$ cat config.mk
export PLATFORM = sky130hd
export DESIGN_NAME = int_alu
export DESIGN_NICKNAME = d
export VERILOG_FILES = /design/src/rtl/int_alu_pkg.sv /design/src/rtl/alu_adder.sv /design/src/rtl/alu_cmp.sv /design/src/rtl/alu_extend.sv /design/src/rtl/int_alu.sv
export SDC_FILE = /design/constraint.sdc
export NUM_CORES = 1
export LEC_CHECK = 0
export ABC_AREA = 1
export BUFFER_PORTS_ARGS = -buffer_cell sky130_fd_sc_hd__buf_4
export CORE_UTILIZATION = 50
export CTS_BUF_LIST = sky130_fd_sc_hd__clkbuf_16
export CTS_CLUSTER_SIZE = 10
export DETAILED_ROUTE_END_ITERATION = 8
export MAX_ROUTING_LAYER = met4
export PLACE_DENSITY = 0.72
export SYNTH_ARGS = -nofsm -noshare
export SYNTH_HDL_FRONTEND = slang
export SYNTH_SLANG_ARGS = --single-unit
$ cat constraint.sdc
create_clock -name clk -period 1.12 [get_ports clk]
set_clock_uncertainty 0.15 [all_clocks]
set_input_delay 0.224 -clock clk [delete_from_list [all_inputs] [get_ports clk]]
set_output_delay 0.224 -clock clk [all_outputs]
set_load 0.02 [all_outputs]
$ cat src/rtl/int_alu_pkg.sv
package int_alu_pkg;
    typedef enum logic [3:0] {
        OP_ADD = 4'd0, OP_SUB = 4'd1, OP_AND = 4'd2, OP_OR = 4'd3,
        OP_XOR = 4'd4, OP_EQ = 4'd5, OP_NE = 4'd6, OP_SGT = 4'd7,
        OP_SGE = 4'd8, OP_UGT = 4'd9, OP_UGE = 4'd10
    } alu_op_e;

    typedef enum logic [1:0] {
        EXT_FULL = 2'd0, EXT_SIGN = 2'd1, EXT_ZERO = 2'd2, EXT_FULL2 = 2'd3
    } ext_e;

    typedef struct packed {
        logic zf;
        logic cf;
        logic sf;
        logic of;
    } cond_t;
endpackage

$ cat src/rtl/alu_adder.sv
module alu_adder #(
    parameter int W = 64
) (
    input  logic [W-1:0] a_i,
    input  logic [W-1:0] b_i,
    input  logic         sub_i,
    output logic [W-1:0] sum_o,
    output int_alu_pkg::cond_t cond_o
);
    logic [W-1:0] b_eff;
    logic [W:0]   wide;

    always_comb begin
        b_eff       = sub_i ? ~b_i : b_i;
        wide        = {1'b0, a_i} + {1'b0, b_eff} + {{W{1'b0}}, sub_i};
        sum_o       = wide[W-1:0];
        cond_o.zf   = (wide[W-1:0] == '0);
        cond_o.cf   = wide[W];
        cond_o.sf   = wide[W-1];
        cond_o.of   = (a_i[W-1] == b_eff[W-1]) && (wide[W-1] != a_i[W-1]);
    end

    // in subtract mode a zero difference implies carry out (no borrow)
    always_comb begin
        if (sub_i && cond_o.zf) begin
            assert_zero_has_carry_R2: assert (cond_o.cf)
                else $error("zero difference without carry");
        end
    end
endmodule

$ cat src/rtl/alu_cmp.sv
module alu_cmp (
    input  int_alu_pkg::alu_op_e op_i,
    input  int_alu_pkg::cond_t   cond_i,
    output logic                 bit_o,
    output logic                 is_cmp_o
);
    import int_alu_pkg::*;
    logic s_eq_o;

    always_comb begin
        s_eq_o   = (cond_i.sf == cond_i.of);
        is_cmp_o = 1'b1;
        bit_o    = 1'b0;
        unique case (op_i)
            OP_EQ:   bit_o = cond_i.zf;
            OP_NE:   bit_o = !cond_i.zf;
            OP_SGT:  bit_o = !cond_i.zf && s_eq_o;
            OP_SGE:  bit_o = s_eq_o;
            OP_UGT:  bit_o = cond_i.cf && !cond_i.zf;
            OP_UGE:  bit_o = cond_i.cf;
            default: is_cmp_o = 1'b0;
        endcase
    end

    // a strict greater never holds together with equality
    always_comb begin
        if (is_cmp_o && cond_i.zf && (op_i == OP_SGT || op_i == OP_UGT)) begin
            assert_gt_excl_eq_R5: assert (!bit_o)
                else $error("greater-than true on equal operands");
        end
    end
endmodule

$ cat src/rtl/alu_extend.sv
module alu_extend #(
    parameter int W  = 64,
    parameter int HW = 32
) (
    input  logic [W-1:0]       val_i,
    input  int_alu_pkg::ext_e  ext_i,
    output logic [W-1:0]       val_o
);
    import int_alu_pkg::*;
    always_comb begin
        unique case (ext_i)
            EXT_SIGN: val_o = {{(W-HW){val_i[HW-1]}}, val_i[HW-1:0]};
            EXT_ZERO: val_o = {{(W-HW){1'b0}}, val_i[HW-1:0]};
            default:  val_o = val_i;
        endcase
    end
endmodule

$ cat src/rtl/int_alu.sv
module int_alu #(
    parameter int W  = 64,
    parameter int HW = 32
) (
    input  logic         clk,
    input  logic         rst_n,
    input  logic         vld_i,
    input  logic [3:0]   op_i,
    input  logic [1:0]   ext_i,
    input  logic [W-1:0] a_i,
    input  logic [W-1:0] b_i,
    output logic         vld_o,
    output logic [W-1:0] res_o
);
    import int_alu_pkg::*;

    typedef struct packed {
        logic         vld;
        logic [W-1:0] res;
    } state_t;

    state_t   st_d, st_q;
    alu_op_e  op;
    logic     sub_en;
    logic [W-1:0] sum;
    cond_t    cond;
    logic     cmp_bit, is_cmp;
    logic [W-1:0] raw, ext_val;

    assign op     = alu_op_e'(op_i);
    assign sub_en = (op != OP_ADD);

    alu_adder #(.W(W)) u_add (
        .a_i(a_i), .b_i(b_i), .sub_i(sub_en), .sum_o(sum), .cond_o(cond)
    );

    alu_cmp u_cmp (
        .op_i(op), .cond_i(cond), .bit_o(cmp_bit), .is_cmp_o(is_cmp)
    );

    always_comb begin
        unique case (op)
            OP_ADD, OP_SUB: raw = sum;
            OP_AND:         raw = a_i & b_i;
            OP_OR:          raw = a_i | b_i;
            OP_XOR:         raw = a_i ^ b_i;
            default:        raw = '0;
        endcase
    end

    alu_extend #(.W(W), .HW(HW)) u_ext (
        .val_i(raw), .ext_i(ext_e'(ext_i)), .val_o(ext_val)
    );

    always_comb begin
        st_d     = st_q;
        st_d.vld = vld_i;
        if (vld_i) begin
            st_d.res = is_cmp ? {{(W-1){1'b0}}, cmp_bit} : ext_val;
        end
    end

    always_ff @(posedge clk or negedge rst_n) begin
        if (!rst_n) st_q <= '0;
        else        st_q <= st_d;
    end

    assign vld_o = st_q.vld;
    assign res_o = st_q.res;

    assert_valid_follows_R9: assert property (@(posedge clk) disable iff (!rst_n)
        1'b1 |=> (vld_o == $past(vld_i)));
    assert_hold_idle_R9: assert property (@(posedge clk) disable iff (!rst_n)
        !vld_i |=> $stable(res_o));
    assert_cmp_upper_zero_R8: assert property (@(posedge clk) disable iff (!rst_n)
        (vld_i && op_i >= 4'd5 && op_i <= 4'd10) |=> (res_o[W-1:1] == '0));
    assert_zext_upper_R7: assert property (@(posedge clk) disable iff (!rst_n)
        (vld_i && op_i <= 4'd4 && ext_i == 2'd2) |=> (res_o[W-1:HW] == '0));
endmodule

==> results of run 1 <==
## metrics by stage
step / hold slack (ns) / utilization [%] / TNS [ns] / std cells
after CTS: 0.163 / 80.4 / -122.88 / 3126
after global placement: -0.0331 / 73.4 / -136.93 / 3078
after floorplan: -0.222 / - / -96.47 / 2131
after detailed placement: -0.0336 / 73.4 / -140.98 / 3078
## cell usage after synthesis (all sizes together), types with 5 or more instances
cell     count  area (um^2)
a2111oi     17          149
a21o         6         45.0
a21oi       99          507
a221oi       6         52.6
buf         13         76.3
clkbuf      34          128
dfrtp       65         1630
ha         198         2480
inv        380         1430
nand2      739         2810
nand3       98          521
nand3b      13         97.6
nand4       16          100
nor2       179          704
nor3        13         65.1
o2111ai     18          164
o21ai      125          656
o21bai       7         56.3
o31ai       11         82.6
xnor2        5         43.8
xor2        68          596
## routing by layer
layer / global-route usage, % / overflow
met5: - / -
met4: 66.7 / 30
met3: 64.8 / 5
met2: 92.1 / 42
met1: 79.8 / 2
## timing repair
action,CTS
hold endpoints to repair,65
gates cloned,4
resized for setup,283
pin swaps,44
hold buffers,1
endpoints found under the setup margin,129
buffers inserted,28
## kinds of logic after synthesis
logic type	after synthesis	synth area share, %
xor+xnor	73	5.09
fa+ha+maj	199	19.9
buf+inv	428	13.0
flops	65	13.0
simple gates	1063	34.6
compound gates	303	14.5
==> flow_summary.toml, run 1 <==
[synth]
async_flop_share_pct = 100
yosys_warnings = 0
syn_nets = 2467
syn_avg_cell_area_um2 = 5.89
synth.distinct_cells = 46
synth_area_mm2 = 0.0125
syn_inst = 2131
synth-seq-cells = 65
synth_ff_type = "dfrtp_1"
synth-edff-count = 0
yosysSeqAreaShare_pct = 13.0

[sta]
postGrtWorstEndpoint = "res_o[0]$_DFFE_PN0P_/D"
endpoint_type = "register input"

[placement]
port_buffers = 201
placed_cell_area_mm2 = 0.0180
gp_congestion = 1.14
dp_slack_ns = -3.00
dp_hpwl_mm = 47.7

[floorplanning]
boundaryPins = 202
initial_utilization_pct = 51.3
die_y_um = 160
die_x_um = 160
core.rowCount = 57

[clocking]
cts_buffers = 9
cts.htree.levels = 3
clockRootBuffer = "clkbuf_16"
clockBufferDepth = 2
cts_sinks = 65

[outcome]
lastStage = "5_1_grt"
outcome = "aborted with a tool error"
tool.error = "[ERROR GRT-0232] Routing congestion too high. Check the congestion heatmap in the GUI."

[grt]
overflow = 79
antenna_found_initial = 13
grt_max_degree = 64
grt_usage_pct = 78.3
==> inputs of run 2 (changes only) <==
Settings changed: CORE_UTILIZATION 50 to 35, CTS_BUF_LIST sky130_fd_sc_hd__clkbuf_16 to unset, CTS_CLUSTER_SIZE 10 to unset, MAX_ROUTING_LAYER met4 to unset, PLACE_DENSITY 0.72 to unset, PLACE_DENSITY_LB_ADDON set to 0.15.
==> flow_summary.toml, run 2 <==
[sta]
max_freq_mhz = 286
hold_viol_final = 0
post-route-period-util_pct = 312
maxSlewViolCount = 0
min_period_ns = 3.49
rsz0062_at_grt = "true"
finalSetupViolations = 129
worstMarginPinSlew_ns = 0.635
layout_setup_ws_ns = -2.37
slew_headroom_pct = 57.6

[pwr]
fin_total_pwr_mw = 18.7
power_leakage_nw = 12.0
power_density_mw_per_mm2 = 834
vdd_drop_max_uv = 1240

[worst_setup_path]
r2r_slack_ns = 0.26
crit_fanout = 8
crit_path_top_delay_cell = "ha_1"
crit_cells = 27
startpoint_type = "input port"
worst-setup-path-type = "input port to flip-flop"
critical_path.top_delay_family = "simple AND/OR/NAND/NOR gates"
max_stage_delay_ns = 0.38
crit_buf_inv = 6
r2r_start = "res_o[0]"
critical_path.reg2reg.endpoint = "res_o[0]"
end_kind = "flip-flop"
required_ns = 1.21
cp.arrival_ns = 3.58
ff2ff_path_depth = 2

[synth]
yosys.area_share.simple_pct = 34.6
async_flop_share_pct = 100
synth_compound_area_share_pct = 14.5
synth_common_cells = "726 x nand2_1, 377 x inv_1, 198 x ha_1, 170 x nor2_1, 113 x o21ai_0"
yosysSeqAreaShare_pct = 13.0
synth_ff_type = "dfrtp_1"
synth_mux_area_share_pct = 0
syn_avg_cell_area_um2 = 5.89
synth-edff-count = 0
synth_top_family_by_area = "simple AND/OR/NAND/NOR gates"
synth_fa_ha_area_share_pct = 19.9
synth.most_common_cell = "nand2_1"
yosys_warnings = 0
synth.distinct_cells = 46
synth_area_mm2 = 0.0125
synth_top_area_share_pct = 21.7
synth-seq-cells = 65
syn_nets = 2467
synth_area_leader_cell = "nand2_1"
yosys-top-cells-area = "nand2_1 22%, ha_1 20%, dfrtp_1 13%"
syn_inst = 2131
synth-xor-area-share_pct = 5.09

[clocking]
clockBufferDepth = 2
cts_sinks = 65
clockRootBuffer = "clkbuf_16"
clk_latency_ns = 0.35
path_clk_slew_ns = 0.06
cts.htree.levels = 3
cts_tree = "done"
cts_buffers = 9

[grt]
overflow = 0
first_global_vias = 15966
grt_usage_pct = 34.1
antenna_found_initial = 1
grt_max_degree = 64
grt_pass1_wl_mm = 92.9

[floorplanning]
boundaryPins = 202
core.rowCount = 68
die_y_um = 191
core_area_mm2 = 0.0349
dieArea_mm2 = 0.0366
initial_utilization_pct = 36.0
die_x_um = 191

[placement]
dp_hpwl_mm = 53.7
port_buffers = 201
gp_congestion = 1.01
placed_cell_area_mm2 = 0.0187

[finish]
drive_above_1_share_pct = 46.7
largest_reg_flops = 64
finalCoreUtilization_pct = 64.3
final_common_cell = "buf_4"
final_cell_mix = "674 x buf_4, 544 x nand2_1, 343 x inv_1"
fill_cells = 3210
syn2layout_area_growth_pct = 78.6
final_area_mm2 = 0.0224
antenna_cells = 0
final_nets = 3217

[drt]
first_iter_violations = 1285
wirelength_mm = 64.8
ant_nets = 0
first_pass_iters = 5
vias = 16911
post_drt_wl_per_cell_um = 19.4
routed_via_density = 5.06
drc = 0

[flow_run]
drv_cap = 0

[min_path]
min_path_type = "input port to asynchronous set/reset pin"

[outcome]
violations = "setup timing"
outcome = "finished with violations"
## run 2: how the worst max path moves through the flow
stage | start | end | slack, ns
after floorplan | op_i[1] | res_o[0] | -1.90
after global placement | op_i[2] | res_o[0] | -3.09
after detailed placement | op_i[2] | res_o[0] | -3.08
after CTS | op_i[3] | res_o[0] | -2.34
after global routing | op_i[0] | res_o[0] | -2.59
final | op_i[3] | res_o[0] | -2.37
## run 2: repair_timing
action | CTS | global route
hold buffers | 1 | 0
setup buffers | 15 | 33
pin swaps | 81 | 108
hold endpoints to repair | 65 | 0
gates cloned | 4 | 3
resized for setup | 396 | 379
endpoints found under the setup margin | 129 | 129
## run 2: kinds of logic (layout without fill, tap and decap cells)
family,after synthesis,after routing
compound gates,303,303
xor+xnor,73,73
fa+ha+maj,199,199
buf+inv,428,1183
flops,65,65
simple gates,1063,1063
## run 2: worst register-to-register path: stages (launching register included)
cell	delay, ns
dfrtp_1	0.42
nor2_1	0.12
nor2_1	0.06
## run 2: routing by layer
| metal | part of all wire (%) | track usage (%) | wire (um) | vias to the layer above |
|---|---|---|---|---|
| met2 | 42 | 50.3 | 27300 | 602 |
| li1 | - | - | - | 8240 |
| met5 | 0 | 0 | 0 | - |
| met3 | 8.5 | 6.22 | 5530 | 52 |
| met1 | 48 | 51.1 | 31000 | 8017 |
| met4 | 1.5 | 6.35 | 962 | 0 |
## run 2: power by group
| group | internal, mW | total, mW | switching [mW] | leakage [nW] |
|---|---|---|---|---|
| Sequential | 2.61 | 2.80 | 0.188 | 0.863 |
| Clock | 1.77 | 2.84 | 1.06 | 0.142 |
| Combinational | 5.91 | 13.1 | 7.15 | 11.0 |
| Total | 10.3 | 18.7 | 8.40 | 12.0 |
## run 2: layout make-up
| class | count | area (um^2) | share of cell area, % |
|---|---|---|---|
| Tap cell | 455 | 569 | 2.54 |
| Sequential cell | 65 | 1630 | 7.26 |
| Clock inverter | 5 | 55.1 | 0.246 |
| Inverter | 381 | 1440 | 6.42 |
| Multi-Input combinational cell | 1638 | 11900 | 53.1 |
| Clock buffer | 11 | 243 | 1.08 |
| Timing Repair Buffer | 786 | 6590 | 29.4 |
## run 2: metrics by stage
stage / std cells / setup WS, ns / hold slack [ns] / TNS [ns]
after floorplan: 2131 / -1.90 / -0.222 / -96.47
after global placement: 3276 / -3.09 / -0.0612 / -147.03
after detailed placement: 3276 / -3.08 / -0.0556 / -148.44
after CTS: 3311 / -2.34 / 0.124 / -122.91
after global routing: 3341 / -2.59 / 0.152 / -134.86
final: 3341 / -2.37 / 0.128 / -126.56
(Power assumes the default switching activity.)
